==> src/rtl/tmr_pkg.sv <==
package tmr_pkg;

    localparam int NCH        = 3;
    localparam int CNT_W      = 16;
    localparam int ADDR_W     = 4;
    localparam int MODE_BASE  = 2 * NCH;
    localparam int FLAG_ADDR  = MODE_BASE + NCH;

    localparam logic [1:0] OPM_TIMER = 2'b00;
    localparam logic [1:0] SRC_F1    = 2'b00;
    localparam logic [1:0] SRC_F8    = 2'b01;
    localparam logic [1:0] SRC_F32   = 2'b10;
    localparam logic [1:0] SRC_NONE  = 2'b11;

    localparam logic [7:0] MODE_KEEP = 8'b1101_1111;

    typedef enum logic [1:0] {
        ST_STOP = 2'd0,
        ST_RUN  = 2'd1,
        ST_HOLD = 2'd2
    } chan_state_e;

endpackage

==> src/rtl/tmr_prescaler.sv <==
module tmr_prescaler #(
    parameter int DIV_MID  = 8,
    parameter int DIV_SLOW = 32
) (
    input  logic       clk,
    input  logic       rst_n,
    output logic [2:0] strobe
);
    localparam int PW = (DIV_SLOW > 1) ? $clog2(DIV_SLOW) : 1;
    localparam logic [PW-1:0] MID_MASK  = PW'(DIV_MID - 1);
    localparam logic [PW-1:0] SLOW_LAST = PW'(DIV_SLOW - 1);

    logic [PW-1:0] phase_q;

    always_ff @(posedge clk or negedge rst_n) begin
        if (!rst_n) phase_q <= '0;
        else        phase_q <= phase_q + 1'b1;
    end

    assign strobe[0] = 1'b1;

    generate
        if (DIV_MID > 1) begin : g_mid
            assign strobe[1] = ((phase_q & MID_MASK) == MID_MASK);
        end else begin : g_mid_full
            assign strobe[1] = 1'b1;
        end
        if (DIV_SLOW > 1) begin : g_slow
            assign strobe[2] = (phase_q == SLOW_LAST);
        end else begin : g_slow_full
            assign strobe[2] = 1'b1;
        end
    endgenerate

    // the slow strobe never lasts two clocks and always lines up with the mid strobe
    p_slow_single_r6: assert property (@(posedge clk) disable iff (!rst_n)
        strobe[2] |=> !strobe[2]);
    p_slow_in_mid_r6: assert property (@(posedge clk) disable iff (!rst_n)
        strobe[2] |-> strobe[1]);

endmodule

==> src/rtl/tmr_channel.sv <==
module tmr_channel
    import tmr_pkg::*;
#(
    parameter int W = 16
) (
    input  logic         clk,
    input  logic         rst_n,
    input  logic         run_flag,
    input  logic [1:0]   op_mode,
    input  logic [1:0]   src_sel,
    input  logic [2:0]   strobe,
    input  logic         wr_lo,
    input  logic         wr_hi,
    input  logic [7:0]   wdata,
    output logic [W-1:0] count,
    output logic         ovf
);
    localparam int LO_W = W - 8;

    chan_state_e   state_q, state_d;
    logic [LO_W-1:0] stage_q;
    logic [W-1:0]  reload_q, cnt_q;
    logic          ovf_q;
    logic          tick, cfg_ok;
    logic [W-1:0]  fresh;

    assign fresh = {wdata, stage_q};

    always_comb begin
        unique case (src_sel)
            SRC_F1:   tick = strobe[0];
            SRC_F8:   tick = strobe[1];
            SRC_F32:  tick = strobe[2];
            SRC_NONE: tick = 1'b0;
        endcase
    end

    assign cfg_ok = (op_mode == OPM_TIMER) && (src_sel != SRC_NONE);

    // next-state logic
    always_comb begin
        state_d = state_q;
        unique case (state_q)
            ST_STOP: if (run_flag) state_d = cfg_ok ? ST_RUN : ST_HOLD;
            ST_RUN:  if (!run_flag) state_d = ST_STOP;
                     else if (!cfg_ok) state_d = ST_HOLD;
            ST_HOLD: if (!run_flag) state_d = ST_STOP;
                     else if (cfg_ok) state_d = ST_RUN;
            default: state_d = ST_STOP;
        endcase
    end

    // state register
    always_ff @(posedge clk or negedge rst_n) begin
        if (!rst_n) state_q <= ST_STOP;
        else        state_q <= state_d;
    end

    // datapath and outputs
    always_ff @(posedge clk or negedge rst_n) begin
        if (!rst_n) begin
            stage_q  <= '0;
            reload_q <= '0;
            cnt_q    <= '0;
            ovf_q    <= 1'b0;
        end else begin
            ovf_q <= 1'b0;
            if (wr_lo) stage_q <= wdata[LO_W-1:0];
            if (wr_hi) reload_q <= fresh;
            unique case (state_q)
                ST_RUN: begin
                    if (tick) begin
                        if (cnt_q == '0) begin
                            cnt_q <= wr_hi ? fresh : reload_q;
                            ovf_q <= 1'b1;
                        end else begin
                            cnt_q <= cnt_q - 1'b1;
                        end
                    end
                end
                ST_STOP, ST_HOLD: begin
                    if (wr_hi) cnt_q <= fresh;
                end
                default: ;
            endcase
        end
    end

    assign count = cnt_q;
    assign ovf   = ovf_q;

    // a pulse always leaves the counter holding the reload value
    p_ovf_reloads_r4: assert property (@(posedge clk) disable iff (!rst_n)
        ovf_q |-> (cnt_q == reload_q));
    // without RUN and without a commit, the counter does not move
    p_stop_frozen_r7: assert property (@(posedge clk) disable iff (!rst_n)
        (state_q != ST_RUN && !wr_hi) |=> $stable(cnt_q));
    // RUN is only entered while the configuration can count
    p_run_valid_r8: assert property (@(posedge clk) disable iff (!rst_n)
        (state_q != ST_RUN) ##1 (state_q == ST_RUN) |-> $past(cfg_ok));
    // no pulse without a run state in the previous clock
    p_ovf_needs_run_r4: assert property (@(posedge clk) disable iff (!rst_n)
        ovf_q |-> $past(state_q == ST_RUN));

endmodule

==> src/rtl/tri_interval_timer.sv <==
module tri_interval_timer
    import tmr_pkg::*;
#(
    parameter int DIV_MID  = 8,
    parameter int DIV_SLOW = 32
) (
    input  logic        clk,
    input  logic        rst_n,
    input  logic [3:0]  reg_addr,
    input  logic        reg_wr,
    input  logic [7:0]  reg_wdata,
    output logic [7:0]  reg_rdata,
    output logic [2:0]  ovf_pulse,
    output logic [2:0]  chain_ovf
);
    logic [2:0]        strobe;
    logic [NCH-1:0]    flags_q;
    logic [7:0]        mode_q [NCH];
    logic [CNT_W-1:0]  cnt    [NCH];
    logic [NCH-1:0]    wr_lo, wr_hi, ovf;

    tmr_prescaler #(.DIV_MID(DIV_MID), .DIV_SLOW(DIV_SLOW)) u_pre (
        .clk    (clk),
        .rst_n  (rst_n),
        .strobe (strobe)
    );

    always_ff @(posedge clk or negedge rst_n) begin
        if (!rst_n) begin
            flags_q <= '0;
            for (int c = 0; c < NCH; c++) mode_q[c] <= '0;
        end else if (reg_wr) begin
            if (reg_addr == ADDR_W'(FLAG_ADDR)) flags_q <= reg_wdata[NCH-1:0];
            for (int c = 0; c < NCH; c++)
                if (reg_addr == ADDR_W'(MODE_BASE + c)) mode_q[c] <= reg_wdata & MODE_KEEP;
        end
    end

    generate
        for (genvar c = 0; c < NCH; c++) begin : g_ch
            assign wr_lo[c] = reg_wr && (reg_addr == ADDR_W'(2 * c));
            assign wr_hi[c] = reg_wr && (reg_addr == ADDR_W'(2 * c + 1));

            tmr_channel #(.W(CNT_W)) u_ch (
                .clk      (clk),
                .rst_n    (rst_n),
                .run_flag (flags_q[c]),
                .op_mode  (mode_q[c][1:0]),
                .src_sel  (mode_q[c][7:6]),
                .strobe   (strobe),
                .wr_lo    (wr_lo[c]),
                .wr_hi    (wr_hi[c]),
                .wdata    (reg_wdata),
                .count    (cnt[c]),
                .ovf      (ovf[c])
            );

            assign chain_ovf[c] = ovf[(c + NCH - 1) % NCH];
        end
    endgenerate

    assign ovf_pulse = ovf;

    always_comb begin
        reg_rdata = '0;
        for (int c = 0; c < NCH; c++) begin
            if (reg_addr == ADDR_W'(2 * c))          reg_rdata = cnt[c][7:0];
            if (reg_addr == ADDR_W'(2 * c + 1))      reg_rdata = cnt[c][15:8];
            if (reg_addr == ADDR_W'(MODE_BASE + c))  reg_rdata = mode_q[c];
        end
        if (reg_addr == ADDR_W'(FLAG_ADDR)) reg_rdata = {{(8-NCH){1'b0}}, flags_q};
    end

    // mode bit 5 never reads back as 1
    p_mode_bit5_r8: assert property (@(posedge clk) disable iff (!rst_n)
        (reg_addr >= ADDR_W'(MODE_BASE) && reg_addr < ADDR_W'(FLAG_ADDR)) |-> !reg_rdata[5]);
    // unmapped addresses read as zero
    p_unmapped_r2: assert property (@(posedge clk) disable iff (!rst_n)
        (reg_addr > ADDR_W'(FLAG_ADDR)) |-> (reg_rdata == 8'h00));

endmodule

==> config.mk <==
export PLATFORM = sky130hd
export DESIGN_NAME = tri_interval_timer
export DESIGN_NICKNAME = d
export VERILOG_FILES = /design/src/rtl/tmr_pkg.sv /design/src/rtl/tmr_prescaler.sv /design/src/rtl/tmr_channel.sv /design/src/rtl/tri_interval_timer.sv
export SDC_FILE = /design/constraint.sdc
export NUM_CORES = 1
export LEC_CHECK = 0
export BUFFER_PORTS_ARGS = -buffer_cell sky130_fd_sc_hd__buf_2
export CAP_MARGIN = 20
export CORE_MARGIN = 4
export CORE_UTILIZATION = 45
export DETAILED_ROUTE_END_ITERATION = 12
export PLACE_DENSITY = 0.73
export SKIP_CTS_REPAIR_TIMING = 1
export SYNTH_ARGS = -nofsm -noshare
export SYNTH_HDL_FRONTEND = slang
export SYNTH_HIERARCHICAL = 1
export SYNTH_SLANG_ARGS = --single-unit
==> constraint.sdc <==
create_clock -name clk -period 2.2 [get_ports clk]
set_input_delay 0.11 -clock clk [delete_from_list [all_inputs] [get_ports clk]]
set_output_delay 0.11 -clock clk [all_outputs]
set_load 0.05 [all_outputs]
=== Yosys cells after proc, flatten, opt, wreduce, memory -nomap -nowiden ===
Cells that the tools add are included.

* Word-level logic and storage cells: 164
* Bits in registers: 158
* Output and inout port bits: 14
* Input port bits: 15

* Add/subtract/negate cells: 4
* Eq/ne operators: 44
* Muxes and demuxes: 58
* Reductions and logical operators: 38

{| class="wikitable"
|+ Operator list
! cell !! count
|-
| 2-to-1 mux 16 bit || 12
|-
| case mux 16 bit (2 select lines) || 3
|-
| 2-to-1 mux 8 bit || 10
|-
| logical NOT 16 bit || 3
|-
| subtractor 16 x 1 -> 16 bit (second input constant) || 3
|-
| 2-to-1 mux 2 bit || 18
|-
| equality test 2 bit (second input constant) || 9
|-
| logical NOT 2 bit || 9
|-
| case mux 2 bit (3 select lines) || 3
|-
| AND reduction 3 bit || 6
|-
| equality test 4 x 3 -> 1 bit (second input constant) || 4
|-
| equality test 2 x 1 -> 1 bit (second input constant) || 6
|-
| != test 2 x 1 -> 1 bit (second input constant) || 6
|-
| != test 2 bit (second input constant) || 6
|-
| case mux 1 bit (4 select lines) || 3
|-
| logical AND 1 bit || 9
|-
| 2-to-1 mux 1 bit || 9
|-
| != test 3 x 2 -> 1 bit (second input constant) || 3
|-
| != test 3 bit (second input constant) || 3
|-
| equality test 4 x 2 -> 1 bit (second input constant) || 2
|-
| equality test 4 bit (second input constant) || 2
|-
| AND reduction 2 bit || 4
|-
| nonzero test 2 bit || 3
|-
| OR reduction 2 bit || 3
|-
| 5 further kinds || 5
|}

=== Depth between registers and ports, before layout ===
Gate-level depths: netlist of the first run.

* Depth after elaboration: 11
* Gate-level depth with buffers: 11
* Gate-level depth less buffers: 8

=== Hierarchy ===
Netlist of the first run, hierarchy kept.

{| class="wikitable"
|+ By module, submodules not included
! module !! cells an instance !! area each (sq um) !! times used !! sequential area each (sq um)
|-
| tmr_channel (g_ch[0].u_ch ...) || 223 || 2,356.0 || 2 || 1,076.0
|-
| tmr_channel (g_ch[2].u_ch) || 232 || 2,379.8 || 1 || 1,076.0
|-
| tri_interval_timer || 210 || 1,851.8 || 1 || 600.6
|-
| tmr_prescaler || 14 || 197.7 || 1 || 125.1
|}

=== Worst setup path after synthesis of the first run ===
OpenSTA, ideal clock, no wires.

* Path kind: reg2reg
* From: reg g_ch[2].u_ch.cnt_q[2]
* To: reg g_ch[2].u_ch.cnt_q[1]
* Cell stages (with the launch flop): 7
* Setup time: 82 ps
* Clock period less this slack: 2,107 ps
* Setup slack: 93 ps
* Buffers on the path: 1
* Data required time: 2,118 ps
* Arrival time: 2,025 ps
* Cell sequence: dfrtp_1 buf_6 or4_4 nor4b_4 nand3_4 a211o_1 a22oi_2

* Longest elaborated chain between the ends: 4

{| class="wikitable"
|+ RTL lines
! item !! RTL line !! source
|-
| start: declaration || tmr_channel.sv:22 || <nowiki>logic [W-1:0] reload_q, cnt_q;</nowiki>
|-
| start signal: assignment || tmr_channel.sv:74 || <nowiki>cnt_q <= wr_hi ? fresh : reload_q;</nowiki>
|-
| start signal: assignment || tmr_channel.sv:77 || <nowiki>cnt_q <= cnt_q - 1'b1;</nowiki>
|-
| start signal: assignment || tmr_channel.sv:82 || <nowiki>if (wr_hi) cnt_q <= fresh;</nowiki>
|-
| logical NOT 16 bit || tmr_channel.sv:73 || <nowiki>if (cnt_q == '0) begin</nowiki>
|-
| 2-to-1 mux 16 bit || tmr_channel.sv:73 ||
|-
| 2-to-1 mux 16 bit || tmr_channel.sv:72 || <nowiki>if (tick) begin</nowiki>
|-
| case mux 16 bit (2 select lines) || tmr_channel.sv:70 || <nowiki>unique case (state_q)</nowiki>
|}

Every way passes these cells. The select of a mux whose other input is x is not followed.
A chain may end at the register's enable or synchronous reset.

=== Worst setup path after layout of the first run ===
* From: reg g_ch[0].u_ch.cnt_q[8]
* To: out reg_rdata[0]

* Longest elaborated chain between the ends: 9

{| class="wikitable"
|+ RTL lines
! item !! RTL line !! source
|-
| start: declaration || tmr_channel.sv:22 ||
|-
| start signal: assignment || tmr_channel.sv:74 ||
|-
| start signal: assignment || tmr_channel.sv:77 ||
|-
| start signal: assignment || tmr_channel.sv:82 ||
|-
| 2-to-1 mux 8 bit || tri_interval_timer.sv:68 || <nowiki>if (reg_addr == ADDR_W'(2 * c + 1)) reg_rdata = cnt[c][15:8];</nowiki>
|-
| 2-to-1 mux 8 bit || tri_interval_timer.sv:69 || <nowiki>if (reg_addr == ADDR_W'(MODE_BASE + c)) reg_rdata = mode_q[c];</nowiki>
|-
| 2-to-1 mux 8 bit || tri_interval_timer.sv:67 || <nowiki>if (reg_addr == ADDR_W'(2 * c)) reg_rdata = cnt[c][7:0];</nowiki>
|-
| 2-to-1 mux 8 bit || tri_interval_timer.sv:68 ||
|-
| 2-to-1 mux 8 bit || tri_interval_timer.sv:69 ||
|-
| 2-to-1 mux 8 bit || tri_interval_timer.sv:67 ||
|-
| 2-to-1 mux 8 bit || tri_interval_timer.sv:68 ||
|-
| 2-to-1 mux 8 bit || tri_interval_timer.sv:69 ||
|-
| 2-to-1 mux 8 bit || tri_interval_timer.sv:71 || <nowiki>if (reg_addr == ADDR_W'(FLAG_ADDR)) reg_rdata = {{(8-NCH){1'b0}}, flags_q};</nowiki>
|-
| end: declaration || tri_interval_timer.sv:12 || <nowiki>output logic [7:0] reg_rdata,</nowiki>
|}

Every way passes these cells.

==> run_results.csv, run 1 <==
group,metric,value,unit
synth,synth.top_cell.area_share,43.3,%
sta,finClkSkew,8.99,ps
synth,yosysMostFrequentCell,"dfrtp_1",
die,rows,51,
die,initial_core_util,46.4,%
setup_path,crit_fanout,7,
die,die_w,151,um
cells_and_area,diodes,0,
cts,htree_levels,4,
global_routing,grt-ovfl-total,0,
sta,min_period,2210,ps
die,die-area,22700,sq um
sta,slew_headroom,60.0,%
pwr,irDropWorstVdd,0.870,mV
setup_path,critPathRequiredTime,2090,ps
die,die_y,151,um
cts,cts_root_buffer,"clkbuf_16",
die,io_pins,29,
synth,synth-async-reset-ratio,100,%
cells_and_area,multiInputGateArea,4830,sq um
setup_path,reg2reg_slack,90,ps
cts,clk_latency,420,ps
route,first_iter_violations,743,
die,coreArea,19700,sq um
global_routing,grt_pass1_vias,7636,
setup_path,startpoint_type,"flop",
synth,syn_inst,902,
sta,post-route-period-util,100,%
route,viasPerCell,6.30,
cells_and_area,ff_latch_area,3960,sq um
synth,mappedNetlistArea,9140,sq um
placed_design,post-place-ws,22.5,ps
route,wl_per_cell,21.3,um
placed_design,gp_congestion,0.973,
synth,synth_area_leader_cell,"dfrtp_1",
cts,path_clk_slew,60,ps
route,drt-total-wl,26700,um
sta,fmax,453,MHz
synth,ys.flop_type,"dfrtp_1",
cts,numCtsBuffers,17,
sta,fin_ws,-6.32,ps
cells_and_area,stdcell_area,10700,sq um
run,maxCapViolations,0,
sta,hold_viol,0,
cts,cts_tree,"yes",
route,drtAntennaViolNets,0,
setup_path,end_kind,"output pin",
setup_path,max_stage_delay,510,ps
sta,tightest_slew,585,ps
placed_design,dp.cells,1213,
global_routing,grt_pass1_wl,42000,um
run_status,failed_checks,"negative setup slack",
sta,drv_slew,0,
sta,holdWs,176,ps
route,drc,0,
global_routing,antenna_found_initial,0,
synth,ys_top_cells_by_area,"dfrtp_1 43%, mux2_2 12%, a21oi_1 3.5%",
cells_and_area,instances_no_fill,1254,
pwr,p_per_area,1130,nW/um^2
synth,synth.distinct_cells,86,
sta,setup_viol,1,
setup_path,cp.arrival,2100,ps
cells_and_area,final_util,54.5,%
run_status,status,"finished with violations",
synth,synth_edf_count,0,
synth,ys_top_cells_by_count,"158 x dfrtp_1, 98 x mux2_2, 70 x nor2_1",
cells_and_area,nets,1000,
synth,avgSynthCellArea,10.1,sq um
synth,synth-seq-cells,158,
worst_hold_path,hold_class,"in -> reg",
synth,syn-num-nets,926,
cts,cts.path.max_buffers,2,
setup_path,crit_chain,"mux2i_1, o21ai_0, o2111ai_1, o31ai_1, clkbuf_4",
cells_and_area,fillers,1656,
placed_design,hpwl,18600,um
cts,cts.sinks,158,
setup_path,worstSetupPathType,"reg -> out",
setup_path,cp_slowest_cell,"dfrtp_1",
pwr,leakage,4.65,nW
synth,yosysWarnings,6,
global_routing,grt_max_degree,60,
placed_design,placed_cell_area,9940,sq um
synth,yosysSeqAreaShare,43.3,%
route,vias,7897,
global_routing,grtUsageTotal,24.0,%
route,dr.pass1.iters,5,
cells_and_area,area_delta_synth_final,17.6,%
placed_design,io_buffers,28,
cells_and_area,drive_above_1_share,30.9,%
where the power goes:
group,internal [mW],total [mW],switching (mW)
sequential,3.74,4.72,0.980
clock,1.81,3.06,1.25
combinational,1.93,4.34,2.41
layer usage:
metal / share of wire [%] / track usage (%)
met1: 43 / 32.8
met2: 46 / 37.2
met3: 7.9 / 5.57
met4: 3.2 / 9.47
met5: 0 / 0
layout by cell type (no fill, tap or decap), types with 5 or more instances in the layout:
cell	Yosys	layout
a22oi_1	9	9
inv_6	0	5
nor2_1	70	70
nor4_1	9	8
buf_4	5	78
dfrtp_1	158	152
ha_1	9	8
nor3_1	13	13
or2_2	6	6
and3_1	13	13
a221oi_1	8	7
nand2b_1	8	8
buf_12	0	6
nor4_2	6	7
dfrtp_2	0	6
inv_1	31	31
a211oi_1	11	10
clkbuf_16	0	17
mux2i_1	17	17
nand2_1	50	49
nand4_1	9	9
o21ai_0	48	43
nand3_1	17	16
a31oi_1	22	21
nor2b_1	14	13
xor2_1	9	9
mux2_2	98	98
xnor2_1	10	10
o211ai_1	8	8
o22ai_1	10	10
a211o_1	7	7
buf_2	16	21
a21oi_1	64	64
o21ai_1	4	9
state kept, by name, indices dropped and copies added (netlist names):
| signal | cells |
|---|---|
| mode_q | 21 |
| g_ch.u_ch/state_q | 6 |
| flags_q | 3 |
| g_ch.u_ch/reload_q | 48 |
| g_ch.u_ch/count | 48 |
| g_ch.u_ch/ovf | 3 |
| g_ch.u_ch/stage_q | 24 |
| u_pre/phase_q | 5 |
metrics by stage:
step / power (mW) / TNS [ps]
floorplan: 7.42 / 0
global placement: 8.73 / 0
detailed placement: 8.87 / 0
CTS: 12.0 / -326
global route: 12.8 / -26.3
finish: 12.1 / -6.32
area by class of cell:
cell class	instances	area share, %
inverters	31	1.08
flip-flops and latches	158	36.9
multi-input cells	654	44.9
clock buffers	18	3.99
repair buffers	114	8.36
clock inverters	14	1.69
well taps	265	3.08
kinds of logic after synthesis:
logic type | after synthesis | synth area share, %
buffers and inverters | 90 | 4.78
DFF | 158 | 43.3
and+or+nand+nor | 261 | 16.8
xor gates and xnor gates | 19 | 1.82
muxes | 115 | 13.9
other | 1 | 0.0410
AOI/OAI and AO/OA | 249 | 18.1
adders and majority gates | 9 | 1.23
critical path, delay by kind of cell (launching register included):
family | cells | cell delay [ps]
flops | 1 | 510
mux | 1 | 110
buf+inv | 1 | 350
compound gates | 3 | 700
final timing paths:
check                                         end                  start  depth (start not counted)
min                        g_ch[2].u_ch/count[14]           reg_wdata[6]                          3
max in group asynchronous   g_ch[0].u_ch/count[7]                  rst_n                          3
max reg2reg                g_ch[2].u_ch/count[10]  g_ch[2].u_ch/count[1]                          6
min in group asynchronous   g_ch[2].u_ch/count[9]                  rst_n                          2
max                                  reg_rdata[0]  g_ch[0].u_ch/count[8]                          5
min reg2reg                      u_pre/phase_q[0]       u_pre/phase_q[0]                          1
No activity file was read; power rests on OpenSTA's default activity.
==> run 2: changes to the inputs <==
- ABC_AREA: not set -> 1
==> run 2 against run 1 <==
  * The run now ends clean
  * Worst hold slack got worse by 89 ps
  * Global-route usage fell by 1.3 points
  * Power fell by 1.1%
  * Sequential power rose by 3%
  * Final area rose by 4.1%
  * Largest power group unchanged
==> run_results.csv, run 2 <==
group,metric,value,unit
worst_hold_path,hold_depth,3,
cells_and_area,final_common_cell,"nand2_1",
synth,mappedNetlistArea,10200,sq um
setup_path,max_stage_delay,380,ps
global_routing,antenna_found_initial,0,
setup_path,startpoint_type,"flop",
sta,rsz0062_at_grt,"no",
pwr,power.total,12.0,mW
synth,synth.top_cell.area_share,38.8,%
cells_and_area,instances_no_fill,1733,
sta,fmax,515,MHz
synth,ys.flop_type,"dfrtp_1",
worst_hold_path,min-delay-start,"reg_wdata[7]",
synth,synth_area_leader_cell,"dfrtp_1",
global_routing,grt_max_degree,81,
synth,synth.distinct_cells,37,
global_routing,grtUsageTotal,22.8,%
run_status,status,"complete, no violations",
global_routing,grt_pass1_wl,44700,um
cells_and_area,area_delta_synth_final,9.77,%
sta,holdWs,86.9,ps
setup_path,end_kind,"flop",
cells_and_area,stdcell_area,11200,sq um
route,wl_per_cell,15.9,um
route,drc,0,
die,die-area,25100,sq um
die,initial_core_util,46.3,%
placed_design,hpwl,19700,um
sta,tns,0,ps
pwr,leakage,5.49,nW
die,io_pins,29,
setup_path,cp_slowest_cell,"dfrtp_1",
cts,numCtsBuffers,17,
route,drtAntennaViolNets,0,
synth,avgSynthCellArea,7.22,sq um
placed_design,gp_congestion,0.948,
global_routing,grt-ovfl-total,0,
sta,min_period,1940,ps
synth,synth-async-reset-ratio,100,%
cells_and_area,final_cell_mix,"397 x nand2_1, 182 x inv_1, 164 x nor2_1",
setup_path,cp.arrival,2260,ps
die,die_w,159,um
sta,post-route-period-util,88.3,%
synth,synth-seq-cells,158,
setup_path,worstSetupPathType,"reg -> reg",
placed_design,post-place-ws,217,ps
route,drt-total-wl,27600,um
route,viasPerCell,5.25,
synth,ys_top_cells_by_count,"397 x nand2_1, 182 x inv_1, 164 x nor2_1",
synth,yosysWarnings,6,
global_routing,grt_pass1_vias,8498,
setup_path,r2r_start,"u_pre/phase_q[0]",
die,coreArea,22000,sq um
run,maxCapViolations,0,
die,die_y,159,um
cts,cts_tree,"yes",
cts,htree_levels,4,
route,vias,9099,
setup_path,crit_chain,"ha_1, nand2_1, nor2_1, ha_1, inv_1, nand2_1, nand4_2, nand2_4, inv_4, nor2_1, a21oi_2",
cts,cts_root_buffer,"clkbuf_16",
route,dr.pass1.iters,5,
cts,cts.path.max_buffers,2,
route,first_iter_violations,784,
synth,yosysSeqAreaShare,38.8,%
cells_and_area,drive_above_1_share,16.0,%
pwr,p_per_area,1070,nW/um^2
die,rows,54,
synth,ys_top_cells_by_area,"dfrtp_1 39%, nand2_1 15%, inv_1 6.7%",
cts,path_clk_slew,70,ps
sta,finClkSkew,10.5,ps
synth,synth_edf_count,0,
setup_path,critPathRequiredTime,2510,ps
setup_path,crit_fanout,18,
cts,clk_latency,430,ps
synth,syn_inst,1412,
worst_hold_path,hold_class,"in -> reg",
setup_path,ff2ff_path_depth,11,
synth,yosysMostFrequentCell,"nand2_1",
sta,fin_ws,258,ps
placed_design,io_buffers,28,
setup_path,worstSetupStartpoint,"u_pre/phase_q[0]",
sta,hold_viol,0,
cts,cts.sinks,158,
placed_design,dp.cells,1699,
pwr,irDropWorstVdd,0.502,mV
sta,drv_slew,0,
placed_design,placed_cell_area,10600,sq um
synth,syn-num-nets,1436,
cells_and_area,nets,1463,
cells_and_area,final_util,50.8,%
sta,setup_viol,0,
run 2: critical path: cells and delay by family, from the launching register on:
family / cells / cell delay, ps
flops: 1 / 380
compound gates: 1 / 70
buf+inv: 2 / 210
simple gates: 6 / 790
fa+ha+maj: 2 / 390
run 2: cell families (layout without fill, tap and decap cells):
group,Yosys count,count (layout),share of synthesized area [%]
fa+ha+maj,9,9,1.10
simple gates,822,822,39.2
buf+inv,241,281,10.6
flops,158,158,38.8
other cells,1,2,0.0368
compound gates,175,175,9.77
xor+xnor,6,6,0.515
run 2: power by group:
part	leakage, nW	internal [mW]	switching (mW)	total [mW]
logic	3.32	1.36	2.69	4.04
clock network	0.282	1.83	1.27	3.11
registers	1.89	3.77	1.08	4.85
run 2: cell type report:
class | count | area, sq um
well taps | 280 | 350
repair buffers | 49 | 332
diodes | 1 | 2.50
fillers | 2146 | 10800
clock buffers | 21 | 450
flip-flops and latches | 158 | 3950
multi-input cells | 1013 | 5180
clock inverters | 11 | 158
inverters | 200 | 769
run 2: layer usage:
layer	wire length, um	GRT usage, %	share of wire, %	vias to the layer above
met3	1530	3.70	5.5	40
met1	13100	33.3	48	4252
met2	12400	34.5	45	298
met4	585	7.47	2.1	0
met5	0	0	0	-
li1	-	-	-	4509
run 2: path summary, 6_finish.rpt:
path / endpoint / slack (ps)
min in group asynchronous: g_ch[0].u_ch/count[8] / 150
worst min register to register: u_pre/phase_q[0] / 470
worst max-delay path: g_ch[1].u_ch/count[8] / 260
max in group asynchronous: g_ch[1].u_ch/reload_q[10] / 1310
worst min-delay path: g_ch[2].u_ch/stage_q[7] / 90
worst max register to register: g_ch[1].u_ch/count[8] / 260
==> run 3: changes to the inputs <==
- RECOVER_POWER: not set -> 100
==> run 3 against run 2 <==
  * First-iteration DRC count decreased by 2.2%
  * Critical endpoint is now g_ch[2].u_ch/count[0]
  * Final area decreased by 1.7%
  * Clock power about the same
  * Die area unchanged
==> run_results.csv, run 3 (synthesized netlist as in run 2, its figures left out) <==
group,metric,value,unit
die,die_w,159,um
route,vias,9113,
cts,htree_levels,4,
cells_and_area,nets,1463,
setup_path,r2r_start,"g_ch[2].u_ch/state_q[0]",
route,dr.pass1.iters,5,
placed_design,dp.cells,1699,
cells_and_area,diodes,0,
route,drtAntennaViolNets,0,
placed_design,io_buffers,28,
cells_and_area,final_cell_mix,"400 x nand2_1, 184 x inv_1, 179 x nor2_1",
route,viasPerCell,5.26,
route,wl_per_cell,15.9,um
sta,hold_viol,0,
pwr,power.total,11.9,mW
sta,tightest_slew,930,ps
worst_hold_path,whs_endpoint,"g_ch[2].u_ch/stage_q[1]",
cts,path_clk_slew,70,ps
route,drc,0,
worst_hold_path,min-delay-start,"reg_wdata[1]",
run,maxCapViolations,0,
setup_path,worstSetupPathType,"in -> reg",
setup_path,startpoint_type,"input pin",
cts,cts_tree,"yes",
cells_and_area,final_common_cell,"nand2_1",
sta,tns,0,ps
sta,setup_viol,0,
setup_path,crit_chain,"clkbuf_1, inv_2, nor2_1, nand2_1, nor2_1, buf_4, inv_4, o21ai_0, nand4_1, nand3_1, nand3_1, nand2_1",
setup_path,cp.arrival,2420,ps
placed_design,gp_congestion,0.948,
sta,min_period,2060,ps
global_routing,grt_pass1_vias,8498,
setup_path,worstSetupStartpoint,"reg_addr[0]",
global_routing,antenna_found_initial,0,
setup_path,reg2reg_slack,200,ps
sta,holdWs,91.4,ps
pwr,p_per_area,1080,nW/um^2
cts,clk_latency,430,ps
die,rows,54,
cells_and_area,area_delta_synth_final,7.95,%
cells_and_area,final_util,50.0,%
worst_hold_path,hold_class,"in -> reg",
setup_path,ff2ff_path_depth,7,
global_routing,grt-ovfl-total,0,
cts,cts.sinks,158,
worst_hold_path,hold_depth,3,
placed_design,placed_cell_area,10600,sq um
route,drt-total-wl,27600,um
sta,drv_slew,0,
sta,fmax,486,MHz
setup_path,cp_slowest_cell,"o21ai_0",
setup_path,crit_fanout,19,
sta,slew_headroom,38.0,%
global_routing,grt_pass1_wl,44700,um
global_routing,grtUsageTotal,22.8,%
cells_and_area,instances_no_fill,1732,
setup_path,r2r_end,"g_ch[2].u_ch/count[3]",
pwr,leakage,5.39,nW
placed_design,hpwl,19700,um
setup_path,max_stage_delay,420,ps
cts,cts.path.max_buffers,2,
run_status,status,"complete, no violations",
sta,finClkSkew,9.66,ps
cells_and_area,stdcell_area,11000,sq um
cts,numCtsBuffers,17,
global_routing,grt_max_degree,81,
die,io_pins,29,
sta,fin_ws,143,ps
die,die-area,25100,sq um
die,coreArea,22000,sq um
placed_design,post-place-ws,217,ps
pwr,irDropWorstVdd,0.499,mV
sta,rsz0062_at_grt,"no",
sta,post-route-period-util,93.5,%
cells_and_area,drive_above_1_share,12.9,%
setup_path,critPathRequiredTime,2570,ps
cts,cts_root_buffer,"clkbuf_16",
die,die_y,159,um
route,first_iter_violations,767,
setup_path,end_kind,"flop",
die,initial_core_util,46.3,%
[run 3: cell count changes in the layout (fill, tap and decap cells not counted), moves of 9 or more]
cell      before  now
clkbuf_1       3   19
buf_2         27   12
nor2_1       164  179
o21ai_0       91  104
nor2_2        26   14
buf_4         18    8
clkbuf_2       0   10
o21ai_1       15    6
[run 3: worst max-delay path by stage]
stage	end	cells past startpoint
detailed placement	g_ch[1].u_ch/count[3]	10
floorplan	g_ch[2].u_ch/count[10]	12
finish	g_ch[2].u_ch/count[0]	12
global placement	g_ch[2].u_ch/count[0]	12
CTS	g_ch[1].u_ch/count[3]	11
global route	g_ch[2].u_ch/count[1]	8
[run 3: area by class of cell]
| cell class | count | area (sq um) |
|---|---|---|
| Clock buffer | 21 | 450 |
| Clock inverter | 11 | 158 |
| Fill cell | 2187 | 11000 |
| Inverter | 200 | 761 |
| Multi-Input combinational cell | 1013 | 5060 |
| Sequential cell | 158 | 3950 |
| Tap cell | 280 | 350 |
| Timing Repair Buffer | 49 | 272 |
[run 3: routing by layer]
metal	vias to the layer above	global-route usage, %	wire length (um)
met4	0	7.47	614
met2	293	34.5	12400
li1	4504	-	-
met1	4274	33.3	13100
met5	-	0	0
met3	42	3.70	1560
[run 3: power by group]
group / internal (mW) / switching [mW]
Combinational: 1.33 / 2.65
Clock: 1.83 / 1.26
Sequential: 3.77 / 1.07
[run 3: worst max-delay path: cells and delay by family]
| kind | cells | cell delay (ps) |
|---|---|---|
| buffers and inverters | 4 | 760 |
| AO/OA/AOI/OAI | 1 | 420 |
| AND/OR/NAND/NOR | 7 | 1120 |
